<file path="config.mk">
export PLATFORM = sky130hd
export DESIGN_NAME = baud_tick_gen
export DESIGN_NICKNAME = d
export VERILOG_FILES = /design/src/rtl/baud_tick_pkg.sv /design/src/rtl/baud_div_regs.sv /design/src/rtl/baud_frac_acc.sv /design/src/rtl/baud_period_cnt.sv /design/src/rtl/baud_tick_gen.sv
export SDC_FILE = /design/constraint.sdc
export NUM_CORES = 1
export LEC_CHECK = 0
export ABC_AREA = 1
export BUFFER_PORTS_ARGS = -buffer_cell sky130_fd_sc_hd__clkbuf_2
export CAP_MARGIN = 20
export CORE_UTILIZATION = 40
export DETAILED_ROUTE_END_ITERATION = 8
export GPL_ROUTABILITY_DRIVEN = 0
export PLACE_DENSITY = 0.65
export SLEW_MARGIN = 30
export SYNTH_ARGS = -nofsm -noshare
export SYNTH_HDL_FRONTEND = slang
export SYNTH_SLANG_ARGS = --single-unit
</file>
<file path="constraint.sdc">
create_clock -name clk_i -period 2.7 [get_ports clk_i]
set_input_delay 0.54 -clock clk_i [delete_from_list [all_inputs] [get_ports clk_i]]
set_output_delay 0.54 -clock clk_i [all_outputs]
set_load 0.01 [all_outputs]
</file>
<file path="src/rtl/baud_tick_pkg.sv">
package baud_tick_pkg;
  parameter int unsigned DIV_INT_W  = 16;
  parameter int unsigned DIV_FRAC_W = 6;
endpackage

</file>
<file path="src/rtl/baud_div_regs.sv">
module baud_div_regs #(
  parameter int unsigned INT_W  = 16,
  parameter int unsigned FRAC_W = 6
) (
  input  logic              clk_i,
  input  logic              rst_ni,
  input  logic              int_wr_i,
  input  logic [INT_W-1:0]  int_data_i,
  input  logic              frac_wr_i,
  input  logic [FRAC_W-1:0] frac_data_i,
  output logic [INT_W-1:0]  int_o,
  output logic [FRAC_W-1:0] frac_o,
  output logic              restart_o
);
  always_ff @(posedge clk_i or negedge rst_ni) begin
    if (!rst_ni) begin
      int_o  <= '0;
      frac_o <= '0;
    end else begin
      if (int_wr_i)  int_o  <= int_data_i;
      if (frac_wr_i) frac_o <= frac_data_i;
    end
  end

  // clears period state at the same edge the new divisor lands
  assign restart_o = int_wr_i | frac_wr_i;
endmodule

</file>
<file path="src/rtl/baud_frac_acc.sv">
module baud_frac_acc #(
  parameter int unsigned FRAC_W = 6
) (
  input  logic              clk_i,
  input  logic              rst_ni,
  input  logic              clear_i,
  input  logic              step_i,
  input  logic [FRAC_W-1:0] frac_i,
  output logic              extra_o
);
  logic [FRAC_W-1:0] acc_q;
  logic [FRAC_W:0]   sum;

  assign sum = {1'b0, acc_q} + {1'b0, frac_i};

  always_ff @(posedge clk_i or negedge rst_ni) begin
    if (!rst_ni) begin
      acc_q   <= '0;
      extra_o <= 1'b0;
    end else if (clear_i) begin
      acc_q   <= '0;
      extra_o <= 1'b0;
    end else if (step_i) begin
      acc_q   <= sum[FRAC_W-1:0];
      extra_o <= sum[FRAC_W];
    end
  end
endmodule

</file>
<file path="src/rtl/baud_period_cnt.sv">
module baud_period_cnt #(
  parameter int unsigned INT_W = 16
) (
  input  logic             clk_i,
  input  logic             rst_ni,
  input  logic             clear_i,
  input  logic [INT_W-1:0] int_i,
  input  logic             extra_i,
  output logic             tick_o
);
  logic [INT_W-1:0] cnt_q;
  logic [INT_W:0]   last;
  logic             run;

  assign run    = (int_i != '0);
  assign last   = {1'b0, int_i} - 1'b1 + {{INT_W{1'b0}}, extra_i};
  assign tick_o = run && ({1'b0, cnt_q} == last);

  always_ff @(posedge clk_i or negedge rst_ni) begin
    if (!rst_ni)                 cnt_q <= '0;
    else if (clear_i || !run)    cnt_q <= '0;
    else if (tick_o)             cnt_q <= '0;
    else                         cnt_q <= cnt_q + 1'b1;
  end
endmodule

</file>
<file path="src/rtl/baud_tick_gen.sv">
module baud_tick_gen
  import baud_tick_pkg::*;
#(
  parameter int unsigned INT_W  = DIV_INT_W,
  parameter int unsigned FRAC_W = DIV_FRAC_W
) (
  input  logic              clk_i,
  input  logic              rst_ni,
  input  logic              int_wr_i,
  input  logic [INT_W-1:0]  int_data_i,
  input  logic              frac_wr_i,
  input  logic [FRAC_W-1:0] frac_data_i,
  output logic              tick_o
);
  logic [INT_W-1:0]  div_int;
  logic [FRAC_W-1:0] div_frac;
  logic              restart;
  logic              extra;
  logic              tick;

  baud_div_regs #(.INT_W(INT_W), .FRAC_W(FRAC_W)) u_regs (
    .clk_i       (clk_i),
    .rst_ni      (rst_ni),
    .int_wr_i    (int_wr_i),
    .int_data_i  (int_data_i),
    .frac_wr_i   (frac_wr_i),
    .frac_data_i (frac_data_i),
    .int_o       (div_int),
    .frac_o      (div_frac),
    .restart_o   (restart)
  );

  baud_frac_acc #(.FRAC_W(FRAC_W)) u_acc (
    .clk_i   (clk_i),
    .rst_ni  (rst_ni),
    .clear_i (restart),
    .step_i  (tick),
    .frac_i  (div_frac),
    .extra_o (extra)
  );

  baud_period_cnt #(.INT_W(INT_W)) u_cnt (
    .clk_i   (clk_i),
    .rst_ni  (rst_ni),
    .clear_i (restart),
    .int_i   (div_int),
    .extra_i (extra),
    .tick_o  (tick)
  );

  assign tick_o = tick;
endmodule

</file>
Word-level counts from Yosys, hierarchy flattened
Cells that the tools add are included. Widths: inputs -> output; s select.

Add/subtract/negate cells: 4. Equal/unequal tests: 1. Mux-type cells: 6. Bitwise gates (word level): 1. Reductions and logical operators: 5.

Operator list (count): $mux 16 (2); $add 17x1->17 (1); $eq 16x17->1 (1); $sub 16x1->17 const B (1); $add 16x1->16 const B (1); $reduce_bool 16->1 (1); $mux 6 (2); $add 6x6->7 (1); $mux 1 (2); $reduce_bool 2->1 (1); $logic_and 1x1->1 (1); $logic_not 1->1 (1); $logic_or 1x1->1 (1); $or 1x1->1 (1).

Bits in registers: 45.

Longest topological paths before layout
Depth after elaboration: 6. Mapped depth: 16. Mapped depth without buffers: 16.

By module
From an unflattened synthesis, not the netlist that was laid out.

Cell total of the unflattened synthesis: 410. Area, all modules: 2929.1 sq um.

Modules (own cells, without submodules): baud_period_cnt (times used 1, cells an instance 254, area each 1561.5 sq um); baud_div_regs (times used 1, cells an instance 94, area each 864.6 sq um); baud_frac_acc (times used 1, cells an instance 62, area each 503.0 sq um).

Worst setup path before layout
Ideal clock, no wire load.

Path type: register to output. From: reg u_regs.int_o[0]. To: out tick_o. Data arrival time: 1.816 ns. Required time: 2.160 ns. Setup slack: 0.344 ns. Cell stages (with the launch flop): 15. Path buffers: 0. Cell sequence: dfrtp_1 -> inv_1 -> ha_1 -> ha_1 -> nand2_1 -> inv_1 -> nor2_1 -> nand3_1 -> nor2_1 -> nand2_1 -> nor2_1 -> nand2_1 -> nor2_4 -> nand2_2 -> inv_1.

Word-level cells in the longest chain between the ends: 4. Elaborated cells on any way between the ends: 5. Classes of those cells: add/sub: 2; eq/ne: 1; reduce/logical: 2.

Ends and longest elaborated chain: start: declaration (line baud_div_regs.sv:11) `output logic [INT_W-1:0] int_o,`; start signal: assignment (line baud_div_regs.sv:20) `if (int_wr_i) int_o <= int_data_i;`; $sub 16x1->17 (line baud_period_cnt.sv:16) `assign last = {1'b0, int_i} - 1'b1 + {{INT_W{1'b0}}, extra_i};`; $add 17x1->17 (line baud_period_cnt.sv:16); $eq 16x17->1 (line baud_period_cnt.sv:17) `assign tick_o = run && ({1'b0, cnt_q} == last);`; $logic_and 1x1->1 (*) (line baud_period_cnt.sv:17); end: declaration (line baud_tick_gen.sv:13) `output logic tick_o`.

Every way passes the cells marked *; elsewhere a longest branch is shown, timed or not.

Worst setup path after layout
From: reg u_acc.extra_o. To: out tick_o.

Word-level cells in the longest chain between the ends: 3.

Ends and longest elaborated chain: start: declaration (line baud_frac_acc.sv:9) `output logic extra_o`; start signal: assignment (line baud_frac_acc.sv:25) `extra_o <= sum[FRAC_W];`; $add 17x1->17 (line baud_period_cnt.sv:16); $eq 16x17->1 (line baud_period_cnt.sv:17); $logic_and 1x1->1 (line baud_period_cnt.sv:17).

Every way passes these cells.

==> reports/qor.csv <==
stage;metric;value;unit
timing;max-slew-margin-rel;48.8;%
setup_path;worst_r2r_path_depth;15;
timing;period_minus_slack;2660;ps
synth;synth_seq_cells;45;
routing;drc;0;
pwr;ir_worst_vdd;0.000218;V
global_route;antenna_found_initial;0;
routing;wl_met3;187;um
global_route;track_usage;19.3;%
timing;skew;7.42;ps
timing;setup-tns-final;0;ps
run;maxCapViolations;0;
synth;yosys_warnings;0;
status;status;complete, no violations;
finish;drive_gt1_share;21.1;%
setup_path;r2r-end;u_cnt.cnt_q[8]$_DFF_PN0_;
synth;yosysTopAreaCell;dfrtp_1;
synth;avgSynthCellArea;7.34;um^2
synth;syn-cell-area;3050;um^2
pwr;p_sw_share;30.7;%
hold_path;min_path_type;in2async;
timing;hold_slack;308;ps
pwr;p_clk_share;28.5;%
global_route;grt_max_degree;35;
clock_network;clkTransAtPathRegs;80;ps
setup_path;cp_max_fo;4;
clock_network;numCtsBuffers;5;
timing;setup_violations;0;
routing;wl_met2;3370;um
synth;syn_inst;416;
routing;antenna_left;0;
floorplan;die_y;89.4;um
finish;nets;490;
routing;dr.pass1.iters;4;
pwr;p_per_area;421;nW/um^2
routing;drt_iter0_markers;102;
clock_network;worstSkewPairLatency;300;ps
global_route;grt_pass1_wl;11700;um
finish;diodes;0;
setup_path;startpoint_type;register;
pwr;p_sw;0.000461;W
routing;viasPerCell;4.81;
setup_path;crit_type;reg2out;
pwr;leakagePower;1.76;nW
routing;vias;2661;
timing;finalCritPeriodShare;98.7;%
clock_network;clock_sinks;45;
pwr;comb_power_share;21.9;%
setup_path;rr_startpoint;u_regs.int_o[0]$_DFFE_PN0P_;
timing;drv_slew;0;
floorplan;die_w;89.4;um
place;dpl.hpwl;5250;um
finish;synthToLayoutAreaGrowth;16.8;%
floorplan;start_util;41.7;%
setup_path;cp.required;2160;ps
timing;fmax;0.375;GHz
synth;synth_top_area_share;36.9;%
pwr;power.internal;0.00104;W
pwr;seqPwrFrac;49.6;%
synth;ys_seq_area_share;36.9;%
floorplan;rows;31;
timing;worstMarginPinSlew;769;ps
clock_network;cts_htree_levels;2;
global_route;grt_pass1_vias;2524;
floorplan;die_area;7990;um^2
floorplan;ioPinCount;27;
clock_network;cts_root_buffer;clkbuf_8;
synth;synth_nets;452;
clock_network;cts_tree;built;
routing;wl_per_cell;12.9;um
timing;finalHoldViolCount;0;
timing;rsz0062_at_grt;true;
place;port_buffers;26;
synth;synth.distinct_cells;31;
setup_path;cp-end-kind;output port;
routing;wl_met1;3420;um
routing;wirelength;7130;um
synth;ys_top_cells_by_area;dfrtp_1, nand2_1, nor2_1;
setup_path;r2r_setup_slack;430;ps
clock_network;clock_path_buffers;2;
routing;top_layer;met4;
floorplan;core;7330;um^2
setup_path;crit_arrival;2120;ps
global_route;overflow;0;
per-stage QoR:
stage,setup WS [ps],total power [W],cell area (um^2),utilization [%],instances
2_1_floorplan,344,0.000950,3050,-,416
3_3_place_gp,312,0.00103,3310,45.2,539
3_5_place_dp,242,0.00103,3310,45.2,539
4_1_cts,10.8,0.00147,3420,46.7,547
5_1_grt,-131,0.00159,3570,48.6,553
6_report,35.2,0.00150,3570,48.6,553
cell usage in the layout, fill, tap and decap left out, types with 2 or more instances in the layout:
master and instances:
a21oi_1 4, and2_1 2, buf_4 14, clkbuf_2 24
clkbuf_8 6, dfrtp_1 45, ha_1 7, ha_4 2
inv_1 48, inv_2 4, mux2_2 8, nand2_1 103
nand2_2 12, nand2_4 2, nand3_1 25, nand3_2 4
nand3b_1 3, nand4_1 12, nor2_1 50, nor2_2 7
nor2_4 8, nor3_1 5, nor4_1 3, o21ai_0 14
o21bai_1 3, xnor2_1 11, xor2_1 17
worst max-delay path by stage:
| stage | depth (start not counted) | endpoint | slack, ps | start |
|---|---|---|---|---|
| 2_1_floorplan | 14 | tick_o | 340 | u_regs.int_o[0]$_DFFE_PN0P_ |
| 3_3_place_gp | 14 | tick_o | 310 | u_regs.int_o[0]$_DFFE_PN0P_ |
| 3_5_place_dp | 16 | tick_o | 240 | u_regs.int_o[0]$_DFFE_PN0P_ |
| 4_1_cts | 14 | tick_o | 10 | u_acc.extra_o$_DFFE_PN0P_ |
| 5_1_grt | 16 | tick_o | -130 | u_regs.int_o[0]$_DFFE_PN0P_ |
| 6_report | 16 | tick_o | 40 | u_acc.extra_o$_DFFE_PN0P_ |
repair_timing:
action,in CTS,in global routing
hold buffers,0,0
buffers inserted,1,6
endpoints found under the setup margin,1,1
cloned,0,0
gates resized for setup,6,29
pin swaps,3,17
logic make-up (layout without fill, tap and decap cells):
family | count (synthesis) | after routing | synth area share, %
buffers and inverters | 61 | 99 | 8.03
AND/OR/NAND/NOR | 238 | 238 | 34.6
flip-flops | 45 | 45 | 36.9
XOR/XNOR | 28 | 28 | 8.03
multiplexers | 8 | 8 | 2.95
AO/OA/AOI/OAI | 26 | 26 | 5.20
adder cells (fa/ha/maj) | 10 | 10 | 4.34
flip-flops by register name, summed over array words and instances (netlist names):
signal and flops:
u_acc.extra_o 1, u_cnt.cnt_q 16, u_regs.int_o 16, u_regs.frac_o 6, u_acc.acc_q 6
routing by layer:
layer	up-vias	track usage, %
met5	-	0
met4	0	5.34
met3	14	4.25
met2	41	31.9
met1	1221	25.6
li1	1385	-
cells in the mapped netlist, drive strengths merged:
cell type	count
o21bai	3
nand3b	3
nand3	29
clkbuf	6
a21boi	1
ha	9
a31oi	1
o21ai	16
nor4	3
nor2	65
nor3	6
a21o	1
nand2	117
xnor2	11
dfrtp	45
and3	1
mux2	8
xor2	17
nand4	12
buf	3
inv	52
a21oi	4
fa	1
and2	2
critical path, cell delays in order (launching register included):
cell	delay, ps
dfrtp_1	380
inv_2	60
ha_4	180
ha_4	180
nand2_4	90
nor2_4	50
buf_4	140
nand2_2	50
nand2_1	50
nand2_1	50
nand2_1	60
nor2_1	100
nand2_1	90
nor2_4	130
nand2_2	70
inv_2	60
buf_6	90
layout make-up:
cell class                 count  area (um^2)
sequential                    45         1130
tap                           99          124
timing repair buffer          40          241
fill                         756         3760
clock buffer                   7         86.3
multi-input combinational    310         1790
inverter                      52          195
power by group through the flow:
stage / Sequential (W) / Clock, W / Combinational [W]
after floorplan: 0.000743 / 0 / 0.000206
final: 0.000745 / 0.000428 / 0.000329
after global routing: 0.000750 / 0.000473 / 0.000372
after detailed placement: 0.000756 / 0 / 0.000277
after global placement: 0.000755 / 0 / 0.000273
after CTS: 0.000743 / 0.000445 / 0.000286
Note: power is estimated with default switching activity, not from simulation.
